<file path="src/rtl/jsr_pkg.sv">
package jsr_pkg;
  localparam int unsigned SAMPLE_W = 24;
  typedef logic [SAMPLE_W-1:0] sample_t;
  typedef enum logic {FMT_LEFT_JUST = 1'b0, FMT_RIGHT_JUST = 1'b1} fmt_e;
  typedef struct packed {
    sample_t left;
    sample_t right;
  } pair_t;
endpackage

</file>
<file path="src/rtl/jsr_sync.sv">
module jsr_sync #(
  parameter int unsigned STAGES = 2
) (
  input  logic clk,
  input  logic rst_n,
  input  logic bclk_raw,
  input  logic ws_raw,
  input  logic sd_raw,
  output logic ws_s,
  output logic sd_s,
  output logic bit_stb
);
  localparam int unsigned NSIG = 3;
  logic [NSIG-1:0] chain [STAGES];
  logic bclk_prev;

  for (genvar s = 0; s < STAGES; s++) begin : g_stage
    if (s == 0) begin : g_first
      always_ff @(posedge clk) begin
        if (!rst_n) chain[s] <= '0;
        else        chain[s] <= {bclk_raw, ws_raw, sd_raw};
      end
    end else begin : g_next
      always_ff @(posedge clk) begin
        if (!rst_n) chain[s] <= '0;
        else        chain[s] <= chain[s-1];
      end
    end
  end

  always_ff @(posedge clk) begin
    if (!rst_n) bclk_prev <= 1'b0;
    else        bclk_prev <= chain[STAGES-1][2];
  end

  assign ws_s    = chain[STAGES-1][1];
  assign sd_s    = chain[STAGES-1][0];
  assign bit_stb = chain[STAGES-1][2] & ~bclk_prev;
endmodule

</file>
<file path="src/rtl/jsr_clkgen.sv">
module jsr_clkgen #(
  parameter int unsigned HALF_DIV = 4,
  parameter int unsigned SLOT_LEN = 32
) (
  input  logic clk,
  input  logic rst_n,
  input  logic en,
  output logic sclk_g,
  output logic ws_g
);
  localparam int unsigned DIV_W  = (HALF_DIV > 1) ? $clog2(HALF_DIV) : 1;
  localparam int unsigned SLOT_W = (SLOT_LEN > 1) ? $clog2(SLOT_LEN) : 1;

  logic [DIV_W-1:0]  div_q;
  logic [SLOT_W-1:0] slot_q;

  always_ff @(posedge clk) begin
    if (!rst_n || !en) begin
      div_q  <= '0;
      slot_q <= '0;
      sclk_g <= 1'b0;
      ws_g   <= 1'b0;
    end else if (div_q == DIV_W'(HALF_DIV - 1)) begin
      div_q  <= '0;
      sclk_g <= ~sclk_g;
      if (sclk_g) begin
        if (slot_q == SLOT_W'(SLOT_LEN - 1)) begin
          slot_q <= '0;
          ws_g   <= ~ws_g;
        end else begin
          slot_q <= slot_q + 1'b1;
        end
      end
    end else begin
      div_q <= div_q + 1'b1;
    end
  end


  ws_on_fall_chk: assert property (@(posedge clk) disable iff (!rst_n)
    (en && $past(en) && (ws_g != $past(ws_g))) |-> ($past(sclk_g) && !sclk_g));


  sclk_half_chk: assert property (@(posedge clk) disable iff (!rst_n)
    (en && $past(en) && $rose(sclk_g)) |=> sclk_g);
endmodule

</file>
<file path="src/rtl/jsr_deser.sv">
module jsr_deser
  import jsr_pkg::*;
(
  input  logic  clk,
  input  logic  rst_n,
  input  fmt_e  fmt,
  input  logic  bit_stb,
  input  logic  ws_bit,
  input  logic  sd_bit,
  output logic  pair_v,
  output pair_t pair_q
);
  localparam int unsigned CNT_W = $clog2(SAMPLE_W + 1);

  logic             ws_q, have_q, started_q, have_left_q;
  sample_t          sh_q, left_q;
  logic [CNT_W-1:0] cnt_q;
  logic             slot_edge;
  sample_t          sh_next;

  assign slot_edge = bit_stb && have_q && (ws_bit != ws_q);
  assign sh_next   = {sh_q[SAMPLE_W-2:0], sd_bit};

  always_ff @(posedge clk) begin
    if (!rst_n) begin
      ws_q        <= 1'b0;
      have_q      <= 1'b0;
      started_q   <= 1'b0;
      have_left_q <= 1'b0;
      sh_q        <= '0;
      left_q      <= '0;
      cnt_q       <= CNT_W'(SAMPLE_W);
      pair_v      <= 1'b0;
      pair_q      <= '0;
    end else begin
      pair_v <= 1'b0;
      if (bit_stb) begin
        have_q <= 1'b1;
        ws_q   <= ws_bit;
        if (slot_edge) begin
          started_q <= 1'b1;
          if (started_q) begin
            if (ws_q) begin
              left_q      <= sh_q;
              have_left_q <= 1'b1;
            end else if (have_left_q) begin
              pair_q      <= '{left: left_q, right: sh_q};
              pair_v      <= 1'b1;
              have_left_q <= 1'b0;
            end
          end
          if (fmt == FMT_LEFT_JUST) begin
            sh_q  <= {{(SAMPLE_W-1){1'b0}}, sd_bit};
            cnt_q <= CNT_W'(1);
          end else begin
            sh_q <= sh_next;
          end
        end else if (fmt == FMT_RIGHT_JUST) begin
          sh_q <= sh_next;
        end else if (cnt_q < CNT_W'(SAMPLE_W)) begin
          sh_q  <= sh_next;
          cnt_q <= cnt_q + 1'b1;
        end
      end
    end
  end


  pair_pulse_chk: assert property (@(posedge clk) disable iff (!rst_n)
    pair_v |=> !pair_v);


  pair_on_strobe_chk: assert property (@(posedge clk) disable iff (!rst_n)
    pair_v |-> $past(bit_stb));
endmodule

</file>
<file path="src/rtl/jsr_outq.sv">
module jsr_outq
  import jsr_pkg::*;
(
  input  logic  clk,
  input  logic  rst_n,
  input  logic  pair_v,
  input  pair_t pair_d,
  output logic  out_valid,
  input  logic  out_ready,
  output pair_t out_pair
);
  always_ff @(posedge clk) begin
    if (!rst_n) begin
      out_valid <= 1'b0;
      out_pair  <= '0;
    end else if (pair_v && (!out_valid || out_ready)) begin
      out_valid <= 1'b1;
      out_pair  <= pair_d;
    end else if (out_ready) begin
      out_valid <= 1'b0;
    end
  end


  hold_stable_chk: assert property (@(posedge clk) disable iff (!rst_n)
    (out_valid && !out_ready) |=> (out_valid && $stable(out_pair)));


  valid_source_chk: assert property (@(posedge clk) disable iff (!rst_n)
    $rose(out_valid) |-> $past(pair_v));
endmodule

</file>
<file path="src/rtl/jsr_top.sv">
module jsr_top
  import jsr_pkg::*;
#(
  parameter int unsigned SYNC_STAGES = 2,
  parameter int unsigned HALF_DIV    = 4,
  parameter int unsigned MASTER_SLOT = 32
) (
  input  logic                clk,
  input  logic                rst_n,
  input  logic                fmt_rj,
  input  logic                master_en,
  input  logic                sclk_i,
  input  logic                lrclk_i,
  input  logic                sdata_i,
  output logic                sclk_o,
  output logic                lrclk_o,
  output logic                out_valid,
  input  logic                out_ready,
  output logic [SAMPLE_W-1:0] out_left,
  output logic [SAMPLE_W-1:0] out_right
);
  logic  sclk_gen, ws_gen, bclk_sel, ws_sel;
  logic  ws_s, sd_s, bit_stb;
  logic  pair_v;
  pair_t pair_d, pair_o;
  fmt_e  fmt;

  assign fmt = fmt_e'(fmt_rj);

  jsr_clkgen #(.HALF_DIV(HALF_DIV), .SLOT_LEN(MASTER_SLOT)) u_clkgen (
    .clk(clk), .rst_n(rst_n), .en(master_en),
    .sclk_g(sclk_gen), .ws_g(ws_gen)
  );

  assign bclk_sel = master_en ? sclk_gen : sclk_i;
  assign ws_sel   = master_en ? ws_gen   : lrclk_i;
  assign sclk_o   = sclk_gen;
  assign lrclk_o  = ws_gen;

  jsr_sync #(.STAGES(SYNC_STAGES)) u_sync (
    .clk(clk), .rst_n(rst_n),
    .bclk_raw(bclk_sel), .ws_raw(ws_sel), .sd_raw(sdata_i),
    .ws_s(ws_s), .sd_s(sd_s), .bit_stb(bit_stb)
  );

  jsr_deser u_deser (
    .clk(clk), .rst_n(rst_n), .fmt(fmt),
    .bit_stb(bit_stb), .ws_bit(ws_s), .sd_bit(sd_s),
    .pair_v(pair_v), .pair_q(pair_d)
  );

  jsr_outq u_outq (
    .clk(clk), .rst_n(rst_n), .pair_v(pair_v), .pair_d(pair_d),
    .out_valid(out_valid), .out_ready(out_ready), .out_pair(pair_o)
  );

  assign out_left  = pair_o.left;
  assign out_right = pair_o.right;


  idle_outputs_chk: assert property (@(posedge clk) disable iff (!rst_n)
    (!master_en && $past(!master_en)) |-> (!sclk_o && !lrclk_o));


  reset_valid_chk: assert property (@(posedge clk)
    $past(!rst_n) |-> !out_valid);
endmodule

</file>
<file path="config.mk">
export PLATFORM = sky130hd
export DESIGN_NAME = jsr_top
export DESIGN_NICKNAME = d
export VERILOG_FILES = /design/src/rtl/jsr_pkg.sv /design/src/rtl/jsr_sync.sv /design/src/rtl/jsr_clkgen.sv /design/src/rtl/jsr_deser.sv /design/src/rtl/jsr_outq.sv /design/src/rtl/jsr_top.sv
export SDC_FILE = /design/constraint.sdc
export NUM_CORES = 1
export LEC_CHECK = 0
export BUFFER_PORTS_ARGS = -buffer_cell sky130_fd_sc_hd__buf_2
export CAP_MARGIN = 15
export CORE_ASPECT_RATIO = 1.1
export CORE_MARGIN = 3
export CORE_UTILIZATION = 55
export CTS_BUF_LIST = sky130_fd_sc_hd__clkbuf_16
export CTS_CLUSTER_SIZE = 14
export DETAILED_ROUTE_END_ITERATION = 12
export GPL_TIMING_DRIVEN = 1
export PLACE_DENSITY = 0.76
export SYNTH_ARGS = -nofsm -noshare
export SYNTH_HDL_FRONTEND = slang
export SYNTH_SLANG_ARGS = --single-unit
</file>
<file path="constraint.sdc">
create_clock -name clk -period 1.98 [get_ports clk]
set_input_delay 0.396 -clock clk [delete_from_list [all_inputs] [get_ports clk]]
set_output_delay 0.396 -clock clk [all_outputs]
set_load 0.005 [all_outputs]
</file>
* Yosys cells after proc, flatten, opt, wreduce, memory -nomap -nowiden
Memory sizes are Yosys's and may differ from the RTL's.
Cells that the tools add are included.
** Operators by class
- Add/sub/neg operators :: 3
- Reduce and logical (&&, ||, !) cells :: 21
- Divide/modulo/power cells :: 0
- $mul :: 0
- Eq/ne operators :: 3
- Bitwise logic cells :: 12
- Muxes and demuxes :: 19
- Order comparisons :: 1
- Shift-type cells :: 0
** Operators by type and width (number)
- $mux W24 :: 4
- $mux W5 :: 5
- $add A5 B1 Y5 const B :: 2
- $not A1 Y1 :: 9
- $reduce_and A3 Y1 :: 3
- $mux W1 :: 8
- $mux W3 :: 2
- $reduce_and A2 Y1 :: 3
- $eq A5 B5 Y1 const B :: 1
- $lt A5 B5 Y1 const B :: 1
- $reduce_and A5 Y1 :: 1
- $reduce_or A5 Y1 :: 1
- $reduce_and A4 Y1 :: 1
- $reduce_bool A2 Y1 :: 2
- $logic_and A1 B1 Y1 :: 3
- $logic_not A1 Y1 :: 3
- $reduce_bool A3 Y1 :: 1
- $add A2 B1 Y2 const B :: 1
- $eq A2 B2 Y1 const B :: 1
- $logic_or A1 B1 Y1 :: 2
- $or A1 B1 Y1 :: 2
- $reduce_or A2 Y1 :: 1
- $and A1 B1 Y1 :: 1
- $ne A1 B1 Y1 :: 1
** Storage, ports and cells
- Word-level logic and storage cells :: 78
- Memory bits (read-only) :: 0
- Output and inout bits :: 51
- Bits in registers :: 165
- Memories kept :: 1
- Input bits :: 8
- Bits in writable memories :: 6
- Bits in latches :: 0
** Memories
- u_sync.chain :: depth 2, width 3, rd ports 2, clocked after memory_dff 0, write ports 2, RTL line jsr_sync.sv:14 : logic [NSIG-1:0] chain [STAGES];

* Longest topological paths before layout
- Depth after elaboration :: 6
- Depth in mapped cells :: 6

* Modules after synthesis
A second synthesis with hierarchy kept.
** Second synthesis, totals
- Cells, all modules :: 741
- Area total of the unflattened synthesis :: 6613.8 um^2
** By module, submodules not included
- jsr_deser :: times used 1, area each 4047.6 um^2, seq. area each 2122.0 um^2, cells an instance 470
- jsr_outq :: times used 1, area each 1970.6 um^2, seq. area each 980.9 um^2, cells an instance 213
- jsr_clkgen :: times used 1, area each 382.9 um^2, seq. area each 180.2 um^2, cells an instance 41
- jsr_sync :: times used 1, area each 190.2 um^2, seq. area each 140.1 um^2, cells an instance 15
- jsr_top :: times used 1, area each 22.5 um^2, seq. area each 0.0 um^2, cells an instance 2

* Worst setup path before layout
OpenSTA, ideal clock, no wires.
- Path type :: flip-flop to flip-flop
- From :: register u_clkgen.slot_q[0]
- To :: register u_clkgen.slot_q[3]
- Arrival :: 1545 ps
- Stages on the path, launching flop included :: 6
- Slack :: 363 ps
- Required time :: 1908 ps
- Clock period less this slack :: 1617 ps
- Cell sequence :: dfxtp_1 ha_1 and3_1 ha_1 or4_1 a21oi_1
** Between the ends
- Longest elaborated chain between the ends :: 2
- Elaborated cells between the ends (all ways) :: 3
- Classes of those cells :: add/sub: 1; eq/ne: 1; mux: 1
** Ends and longest elaborated chain
- start: declaration :: RTL line jsr_clkgen.sv:15 : logic [SLOT_W-1:0] slot_q;
- start signal: assignment :: RTL line jsr_clkgen.sv:31 : slot_q <= slot_q + 1'b1;
- $add A5 B1 Y5 / $eq A5 B5 Y1 (equally long branches) :: RTL line jsr_clkgen.sv:31, jsr_clkgen.sv:27
- $mux W5 * :: RTL line jsr_clkgen.sv:27 : if (slot_q == SLOT_W'(SLOT_LEN - 1)) begin
Every way passes the cells marked *; elsewhere a longest branch is shown, timed or not.
A chain may end at the register's enable or synchronous reset.

* Worst setup path in the final report
- From :: register u_deser.have_q
- To :: register u_deser.pair_q[38] (netlist name)
** Between the ends
- Longest elaborated chain between the ends :: 3
** Ends and longest elaborated chain
- start: declaration :: RTL line jsr_deser.sv:15 : logic ws_q, have_q, started_q, have_left_q;
- start signal: assignment :: RTL line jsr_deser.sv:27 : have_q <= 1'b0;
- start signal: assignment :: RTL line jsr_deser.sv:38 : have_q <= 1'b1;
- $logic_and A1 B1 Y1 (2 in series) :: RTL line jsr_deser.sv:21 : assign slot_edge = bit_stb && have_q && (ws_bit != ws_q);
- $reduce_and A5 Y1 (no source line)
- end signal: assignment :: RTL line jsr_deser.sv:47 : pair_q <= '{left: left_q, right: sh_q};
- end: declaration :: RTL line jsr_deser.sv:11 : output pair_t pair_q
Every way passes these cells.

==> run metrics <==
largest family of logic cells by synthesized area=simple AND/OR/NAND/NOR gates; Antenna Cells=0; setup TNS=0 ps; total die area=12800 sq um; Hold Slack=194 ps; Clock transition at path regs=60 ps; Tcrit/Tclk final=91.3%; number of global-route vias before repair=4678; area leader, netlist=dfxtp_1; WL/cell=15.9 um; Vias/cell=5.58; synthesized area=6300 sq um; CTS Hold Bufs=0; DR iter-0 viols=300; Final Hold Fails=0; maxcap violations=0; crit-path leading delay family=simple AND/OR/NAND/NOR gates; syn nets=665; share of layout cells above drive strength 1=15.5%; Startpoint Class=flop; Die Ht=118 um; PortBufs=58; Crit Path Class=flop to flop; cts bufs inserted=17; initial antenna violation count=0; largest fanout on the critical path=49; H-tree depth=4; Routed met1 length=6.02 mm; clock period minus worst slack=1810 ps; Synth Area in Compound Gates=13.6%; Ys Warns=0; fin area=7370 sq um; crit path DAT=2140 ps; largest net degree at the start of global routing=50; hpwl dp=8.90 mm; fmax=553 MHz; First-pass DRT Iterations=4; final setup violation count=0; core area=11100 sq um; Rows=40; Crit path largest cell delay=470 ps; Hold Crit Class=input pin to flop; total routed wirelength=13.6 mm; top sig layer=met4; xor/xnor cell area share of the yosys netlist=0.556%; total number of vias=4781; CTS tree=yes; Synth top cells by count=dfxtp_1, nand2_1, mux2i_1, a21oi_1, nand3_1; worst skew pair latency=420 ps; Slew headroom=53.5%; outcome=complete, no violations; mux contribution to synthesized area=12.1%; grt total ovfl=0; setup bufs post-CTS=0; Syn Inst Count=653; Buf/Inv on CP=1; initial core utilization=57.0%; Cell Pwr Density=943 nW/um^2; most common cell in the netlist=dfxtp_1; Required @ worst endpoint=2310 ps; WL met3=475 um; cts repair resizes=0; largest cells by area after synthesis=dfxtp_1, mux2i_1, nand2_1; Cell Area, Placed=6770 sq um; Post-synth EDFFs=0; synthesized area per cell=9.65 sq um; layout net count=709; I/O pins=59; ys flop type=dfxtp_1; flop and latch count out of synthesis=171; Synth cell types=43; crit end category=flop; Max rail drop VDD=0.501 mV; critical path cell sequence=nand4b_1 -> nor4b_4 -> buf_12 -> mux2i_1; sequential area share after synthesis=54.3%; clock skew=7.54 ps; clk buf depth=2; Die X=108 um; adder-cell share of the synthesized area=0.794%; Final GP Congestion=0.805; Leak Pwr=0.00265 uW; Async SR Flop Fraction=0%; Total GRT Usage=22.2%; CTS Root Cell=clkbuf_16; synth-to-layout area growth=17.0%; share of the synthesized area in the top cell type=54.3%; Clock Sinks=171; crit path max-delay cell type=dfxtp_1; post-synthesis simple-gate area fraction=14.6%; Routed Antenna Nets=0; WL met2=6.88 mm; RSZ-0062 raised after global routing=no; fillcell total=850; # DRC=0; first-pass GRT wire length=22.9 mm; Max Transition Viols Final=0; Worst-Margin Slew=697 ps
## flip-flops by register name, summed over array words and instances (netlist names), 2 cells and up
register	cells
u_deser.pair_q	48
u_outq.out_pair	48
u_deser.left_q	24
u_deser.sh_q	24
u_sync.chain	6
u_clkgen.slot_q	5
u_deser.cnt_q	5
u_clkgen.div_q	2
## through the flow
step                worst slack [ps]  utilization (%)  std cells  total power, uW
finish                           173             66.7        857             6950
global route                     101             66.7        857             7150
CTS                              188             66.7        857             6990
detailed placement               231             61.2        825             3650
global placement                 328             61.2        825             3640
floorplan                        363                -        653             3600
## cell type report
class                           count  area (sq um)  area share [%]
Clock inverter                     15           180            2.44
Clock buffer                       17           425            5.77
Tap cell                          147           184            2.49
Inverter                            5          18.8           0.254
Sequential cell                   171          3420            46.4
Multi-Input combinational cell    425          2640            35.7
Timing Repair Buffer               77           508            6.89
## final timing paths
path,start,end,cells past startpoint,slack [ps]
worst max-delay path,u_deser.have_q,u_deser.pair_q[38],4,170
worst min-delay path,sdata_i,u_sync.chain[0][0],2,190
worst max register to register,u_deser.have_q,u_deser.pair_q[38],4,170
worst min register to register,u_clkgen.div_q[0],u_clkgen.div_q[0],1,430
## layer usage
layer  global-route usage (%)  vias to the layer above
met3                     4.92                       20
met4                     6.95                        0
met1                     28.1                     2291
met2                     37.4                       94
met5                        0                        -
li1                         -                     2376
## where the power goes
part	switching (uW)	internal [uW]	leakage (uW)
sequential	5.92	3450	0.00138
combinational	76.7	41.4	0.000983
clock	1300	2090	0.000292
total	1380	5580	0.00265
## cells in the final DEF, fill, tap and decap left out, types with 3 or more instances in the layout
master / netlist / routed
dfxtp_1: 171 / 171
a21oi_1: 55 / 55
and2_1: 8 / 8
clkinv_1: 0 / 5
nand2_1: 104 / 104
nand2b_1: 3 / 3
nor2_1: 8 / 8
ha_1: 4 / 4
nor2b_1: 4 / 3
inv_1: 2 / 3
a31oi_1: 4 / 4
mux2i_1: 76 / 76
and3_1: 3 / 3
clkbuf_16: 0 / 17
o2bb2ai_1: 23 / 23
o21ai_0: 30 / 30
o21ai_1: 21 / 21
inv_2: 3 / 3
nand3_1: 52 / 52
buf_12: 0 / 6
buf_4: 5 / 13
nand3b_1: 3 / 3
bufinv_16: 0 / 4
buf_2: 3 / 58
## cell families after synthesis
group | Yosys count
buf+inv | 57
xor+xnor | 4
flops | 171
simple gates | 196
fa+ha+maj | 4
compound gates | 145
mux | 76
Power figures use the tool's default switching activity.
